--- src/rtl/cct_pkg.sv ---
// Shared constants for the cascaded capture timer: register map and
// high-counter clock modes. Assumes an 8-bit register data path.
package cct_pkg;
    localparam int DW = 8;
    localparam int AW = 3;

    typedef enum logic [1:0] {
        HCLK_HOLD    = 2'b00,
        HCLK_CASCADE = 2'b01,
        HCLK_CORE    = 2'b10,
        HCLK_OFF     = 2'b11
    } hclk_e;

    localparam logic [AW-1:0] A_CTRL    = 3'd0;
    localparam logic [AW-1:0] A_STAT    = 3'd1;
    localparam logic [AW-1:0] A_LOCAP   = 3'd2;
    localparam logic [AW-1:0] A_HICAP_H = 3'd3;
    localparam logic [AW-1:0] A_HICAP_L = 3'd4;
    localparam logic [AW-1:0] A_RLD_L   = 3'd5;
    localparam logic [AW-1:0] A_RLD_H   = 3'd6;
    localparam logic [AW-1:0] A_LOCNT   = 3'd7;
endpackage

--- src/rtl/cct_edge_sync.sv ---
// Synchronizes an asynchronous pin through STAGES flops and flags its
// rising edge for one clock. Assumes STAGES >= 2.
module cct_edge_sync #(
    parameter int STAGES = 2
) (
    input  logic clk,
    input  logic rst_n,
    input  logic pin,
    output logic rise
);
    logic [STAGES:0] sh;

    // Shift the pin through the synchronizer plus one history flop.
    always_ff @(posedge clk) begin
        if (!rst_n) sh <= '0;
        else        sh <= {sh[STAGES-1:0], pin};
    end

    assign rise = sh[STAGES-1] & ~sh[STAGES];
endmodule

--- src/rtl/cct_lo_timebase.sv ---
// Free-running W-bit timebase advanced by a prescaled enable; emits a
// one-cycle carry when it wraps. Assumes tick is synchronous to clk.
module cct_lo_timebase #(
    parameter int W = 8
) (
    input  logic         clk,
    input  logic         rst_n,
    input  logic         tick,
    output logic [W-1:0] cnt,
    output logic         carry
);
    localparam logic [W-1:0] TOP = '1;

    assign carry = tick && (cnt == TOP);

    // Count enabled ticks; natural wrap at the top value.
    always_ff @(posedge clk) begin
        if (!rst_n)    cnt <= '0;
        else if (tick) cnt <= cnt + 1'b1;
    end

    a_r2_hold_without_tick: assert property (@(posedge clk) disable iff (!rst_n)
        !tick |=> $stable(cnt));
endmodule

--- src/rtl/cct_hi_counter.sv ---
// W-bit up-counter with selectable advance source and reload on
// overflow. Assumes reload is stable while the counter runs.
module cct_hi_counter
    import cct_pkg::*;
#(
    parameter int W = 12
) (
    input  logic         clk,
    input  logic         rst_n,
    input  hclk_e        mode,
    input  logic         casc,
    input  logic [W-1:0] reload,
    output logic [W-1:0] cnt
);
    localparam logic [W-1:0] TOP = '1;
    logic adv;

    // Pick the advance condition from the clock mode.
    always_comb begin
        unique case (mode)
            HCLK_CASCADE: adv = casc;
            HCLK_CORE:    adv = 1'b1;
            default:      adv = 1'b0;
        endcase
    end

    // Advance, reloading when leaving the top value.
    always_ff @(posedge clk) begin
        if (!rst_n)   cnt <= '0;
        else if (adv) cnt <= (cnt == TOP) ? reload : cnt + 1'b1;
    end

    a_r3_hold_mode: assert property (@(posedge clk) disable iff (!rst_n)
        (mode == HCLK_HOLD || mode == HCLK_OFF) |=> $stable(cnt));
    a_r4_reload_on_top: assert property (@(posedge clk) disable iff (!rst_n)
        (adv && cnt == TOP) |=> cnt == $past(reload));
endmodule

--- src/rtl/cct_capture_timer.sv ---
// Cascaded 20-bit input-capture timer: low timebase plus high counter,
// selectable high-capture source, sticky W1C flags, interrupts and a
// byte register port. Assumes 9 <= HI_W <= 16 and LO_W <= 8.
module cct_capture_timer
    import cct_pkg::*;
#(
    parameter int LO_W = 8,
    parameter int HI_W = 12,
    parameter int SYNC = 2
) (
    input  logic          clk,
    input  logic          rst_n,
    input  logic          tick_en,
    input  logic          lo_cap_pin,
    input  logic          hi_cap_pin,
    input  logic          reg_wr,
    input  logic          reg_rd,
    input  logic [AW-1:0] reg_addr,
    input  logic [DW-1:0] reg_wdata,
    output logic [DW-1:0] reg_rdata,
    output logic          lo_irq,
    output logic          hi_irq
);
    localparam int HI_UP = HI_W - 8;

    logic            lo_rise, hi_rise, hi_trig, carry;
    logic [LO_W-1:0] lo_cnt, lo_cap;
    logic [HI_W-1:0] hi_cnt, hi_cap, reload;
    logic [7:0]      hi_lat;
    logic            lo_ie, hi_ie, cap_sel, lo_flag, hi_flag;
    hclk_e           mode;
    logic            wr_ctrl, wr_stat, rd_hih;
    logic [2:0]      unused_wbits;

    assign unused_wbits = reg_wdata[7:5];

    cct_edge_sync #(.STAGES(SYNC)) u_lo_sync (
        .clk(clk), .rst_n(rst_n), .pin(lo_cap_pin), .rise(lo_rise));
    cct_edge_sync #(.STAGES(SYNC)) u_hi_sync (
        .clk(clk), .rst_n(rst_n), .pin(hi_cap_pin), .rise(hi_rise));
    cct_lo_timebase #(.W(LO_W)) u_lo (
        .clk(clk), .rst_n(rst_n), .tick(tick_en), .cnt(lo_cnt), .carry(carry));
    cct_hi_counter #(.W(HI_W)) u_hi (
        .clk(clk), .rst_n(rst_n), .mode(mode), .casc(carry),
        .reload(reload), .cnt(hi_cnt));

    assign hi_trig = cap_sel ? lo_rise : hi_rise;
    assign wr_ctrl = reg_wr && reg_addr == A_CTRL;
    assign wr_stat = reg_wr && reg_addr == A_STAT;
    assign rd_hih  = reg_rd && reg_addr == A_HICAP_H;

    // Control and reload registers written from the register port.
    always_ff @(posedge clk) begin
        if (!rst_n) begin
            {lo_ie, hi_ie, cap_sel} <= '0;
            mode   <= HCLK_HOLD;
            reload <= '0;
        end else if (reg_wr) begin
            if (reg_addr == A_CTRL) begin
                lo_ie   <= reg_wdata[0];
                hi_ie   <= reg_wdata[1];
                cap_sel <= reg_wdata[2];
                mode    <= hclk_e'(reg_wdata[4:3]);
            end
            if (reg_addr == A_RLD_L) reload[7:0]      <= reg_wdata;
            if (reg_addr == A_RLD_H) reload[HI_W-1:8] <= reg_wdata[HI_UP-1:0];
        end
    end

    // Capture registers and sticky flags; a capture beats a clear.
    always_ff @(posedge clk) begin
        if (!rst_n) begin
            lo_cap <= '0; hi_cap <= '0; lo_flag <= 1'b0; hi_flag <= 1'b0;
        end else begin
            if (lo_rise) lo_cap <= lo_cnt;
            if (hi_trig) hi_cap <= hi_cnt;
            lo_flag <= lo_rise || (lo_flag && !(wr_stat && reg_wdata[0]));
            hi_flag <= hi_trig || (hi_flag && !(wr_stat && reg_wdata[1]));
        end
    end

    // Freeze the low byte of the high capture when its upper part is read.
    always_ff @(posedge clk) begin
        if (!rst_n)      hi_lat <= '0;
        else if (rd_hih) hi_lat <= hi_cap[7:0];
    end

    // Read-data mux over the register map.
    always_comb begin
        unique case (reg_addr)
            A_CTRL:    reg_rdata = {3'b000, mode, cap_sel, hi_ie, lo_ie};
            A_STAT:    reg_rdata = {6'b0, hi_flag, lo_flag};
            A_LOCAP:   reg_rdata = DW'(lo_cap);
            A_HICAP_H: reg_rdata = DW'(hi_cap[HI_W-1:8]);
            A_HICAP_L: reg_rdata = hi_lat;
            A_RLD_L:   reg_rdata = reload[7:0];
            A_RLD_H:   reg_rdata = DW'(reload[HI_W-1:8]);
            default:   reg_rdata = DW'(lo_cnt);
        endcase
    end

    assign lo_irq = lo_flag & lo_ie;
    assign hi_irq = hi_flag & hi_ie;

    a_r5_flag_on_edge: assert property (@(posedge clk) disable iff (!rst_n)
        lo_rise |=> lo_flag && lo_cap == $past(lo_cnt));
    a_r6_joint_capture: assert property (@(posedge clk) disable iff (!rst_n)
        (cap_sel && lo_rise) |=> lo_flag && hi_flag && hi_cap == $past(hi_cnt));
    a_r8_sticky_flag: assert property (@(posedge clk) disable iff (!rst_n)
        (lo_flag && !wr_stat) |=> lo_flag);
    a_r10_latch_stable: assert property (@(posedge clk) disable iff (!rst_n)
        !rd_hih |=> $stable(hi_lat));
    a_r11_select_quiet: assert property (@(posedge clk) disable iff (!rst_n)
        (wr_ctrl && !lo_rise && !hi_rise && !lo_flag && !hi_flag) |=> !lo_flag && !hi_flag);
endmodule

--- config.mk ---
export PLATFORM = sky130hd
export DESIGN_NAME = cct_capture_timer
export DESIGN_NICKNAME = d
export VERILOG_FILES = /design/src/rtl/cct_pkg.sv /design/src/rtl/cct_edge_sync.sv /design/src/rtl/cct_lo_timebase.sv /design/src/rtl/cct_hi_counter.sv /design/src/rtl/cct_capture_timer.sv
export SDC_FILE = /design/constraint.sdc
export NUM_CORES = 1
export LEC_CHECK = 0
export BUFFER_PORTS_ARGS = -buffer_cell sky130_fd_sc_hd__buf_2
export CAP_MARGIN = 25
export CORE_ASPECT_RATIO = 2
export CORE_MARGIN = 10
export CORE_UTILIZATION = 45
export CTS_BUF_LIST = sky130_fd_sc_hd__clkbuf_4 sky130_fd_sc_hd__clkbuf_8
export DETAILED_ROUTE_END_ITERATION = 8
export GPL_ROUTABILITY_DRIVEN = 0
export GPL_TIMING_DRIVEN = 0
export SYNTH_ARGS = -nofsm -noshare
export SYNTH_HDL_FRONTEND = slang
export SYNTH_SLANG_ARGS = --single-unit
--- constraint.sdc ---
create_clock -name clk -period 2.88 [get_ports clk]
set_input_delay 0.576 -clock clk [delete_from_list [all_inputs] [get_ports clk]]
set_output_delay 0.576 -clock clk [all_outputs]
set_load 0.02 [all_outputs]
==> results.tsv <==
metric	value	unit
synth.avg_cell_area	8.60	µm²
overflow	0	
clock_sinks	73	
antenna_found_initial	0	
port_buffers	24	
cp.arrival	2.06	ns
fp.coreArea	7320	µm²
antenna_left	0	
hold_viol_final	0	
power.share.sequential	50.2	%
period_share	91.5	%
final_core_util	52.7	%
cts_tree	yes	
clk_latency	0.36	ns
clockPowerShare	43.2	%
track_usage	17.7	%
path_max_fanout	10	
hpwlAfterDp	7.61	mm
dp_cells	512	
setup-violations-final	0	
drive_gt1_share	14.2	%
power.total	2.06	mW
drtPass1Iterations	5	
nets	453	
p_int	1.56	mW
ys.flop_type	dfxtp_1	
first_global_vias	2976	
final_cells	528	
clk_pin_slew	0.08	ns
swShare	24.5	%
leakage	1.39	nW
switchingPower	0.506	mW
initial_core_util	46.5	%
syn2layout_area_growth	13.3	%
drv_cap	0	
pre_cts_slack	0.232	ns
yosysUniqueCellTypes	50	
cts_resized	0	
status	completed	
via_per_inst	5.68	
root_buffer	clkbuf_8	
pin_count	28	
cts-buffers-inserted	9	
ys_warn_count	0	
drt-total-wl	9.74	mm
via_count	2997	
wl_per_cell	18.4	µm
clock.fmax	380	MHz
place_area	3640	µm²
syn-cell-area	3400	µm²
cts_hold_buffers	0	
async_reset_ff_share	0	%
powerDensity	534	nW/µm²
worstPathRequired	2.30	ns
final_cell_mix	dfxtp_1, nand2_1, a21oi_1	
fp.dieW	81.5	µm
clockBufferDepth	2	
fin_area	3860	µm²
synth_top_area_share	42.9	%
die-area	11700	µm²
final_common_cell	dfxtp_1	
peakVddDrop	239	µV
yosysTopAreaCell	dfxtp_1	
worst-setup-path-type	input port to primary output	
max_slew_margin	55.0	%
worst_slew_pin_slew	0.672	ns
grt_max_degree	14	
drc	0	
hold_slack	0.419	ns
grt_pass1_wl	15.6	mm
maxSlewViolCount	0	
crit_path_end_kind	primary output	
die_y	143	µm
n_antenna_cell	0	
rows	44	
rsz0062_at_grt	no	
finalSetupTns	0	ns
min_period	2.63	ns
ys_seq_area_share	42.9	%
ys_seq_elements	73	
postSynthCellCount	396	
synth_nets	418	
synth-edff-count	0	
skew	0.00601	ns
setup_slack	0.245	ns
h-tree-depth	3	
cp-start-kind	input port	
post-cts-setup-buffers	0	
netlist_top_cells_area	dfxtp_1, mux2i_1, nand2_1	
hold_class	input port to flip-flop	
drt_iter0_markers	153	
pwr-share-comb	6.7	%
==> synth_stat cells (all sizes together) (6+ instances only) <==
master,count
a21oi,43
and2,10
buf,12
clkbuf,14
dfxtp,73
mux2i,29
nand2,69
nand3,9
nand4,6
nor2,34
o21ai,9
o32ai,6
==> worst paths after layout <==
kind / slack, ns / end / cells past startpoint / from
worst max-delay path: 0.25 / reg_rdata[0] / 8 / reg_addr[2]
worst min-delay path: 0.42 / u_lo_sync.sh[0] / 2 / lo_cap_pin
worst max register to register: 0.76 / u_hi.cnt[10] / 6 / mode[0]
worst min register to register: 0.43 / u_hi_sync.sh[1] / 1 / u_hi_sync.sh[0]
==> cell families after synthesis <==
family / share of synthesized area, %
DFF: 42.9
adders and majority gates: 1.47
xor gates and xnor gates: 1.29
AOI/OAI and AO/OA: 17.8
and+or+nand+nor: 22.3
muxes: 10.5
buffers and inverters: 3.79
==> sequential cells by signal, summed over array words and instances (netlist names) <==
register	flops
lo_cap	8
u_lo_sync.sh	3
lo_ie	1
lo_flag	1
u_hi.cnt	12
hi_cap	12
u_hi_sync.sh	3
hi_ie	1
u_lo.cnt	8
hi_flag	1
cap_sel	1
mode	2
hi_lat	8
reload	12
==> layer usage <==
layer  track usage (%)  part of all wire (%)
met1              17.2                    36
met4              8.34                   3.6
met2              32.7                    55
met3              4.72                   5.4
met5                 0                     0
==> power by group through the flow <==
stage,sequential (mW),clock [mW],combinational [mW]
finish,1.03,0.890,0.138
global route,1.04,0.954,0.151
CTS,1.03,0.906,0.139
detailed placement,1.06,0,0.138
global placement,1.06,0,0.137
floorplan,1.05,0,0.0899
==> critical path, stage by stage <==
cell and delay [ns]:
buf_2 0.17, buf_2 0.26, buf_2 0.25, nand3b_1 0.14, a21oi_1 0.19, o22ai_1 0.12, a21oi_1 0.15, buf_2 0.18
==> cell type report <==
type | instances | area [µm²]
buffer | 26 | 110
clock buffer | 9 | 124
clock inverter | 7 | 95.1
fill | 714 | 3460
inverter | 5 | 18.8
multi-input combinational | 292 | 1810
sequential | 73 | 1460
tap | 92 | 115
timing repair buffer | 24 | 120
No activity file was read; power rests on OpenSTA's default activity.
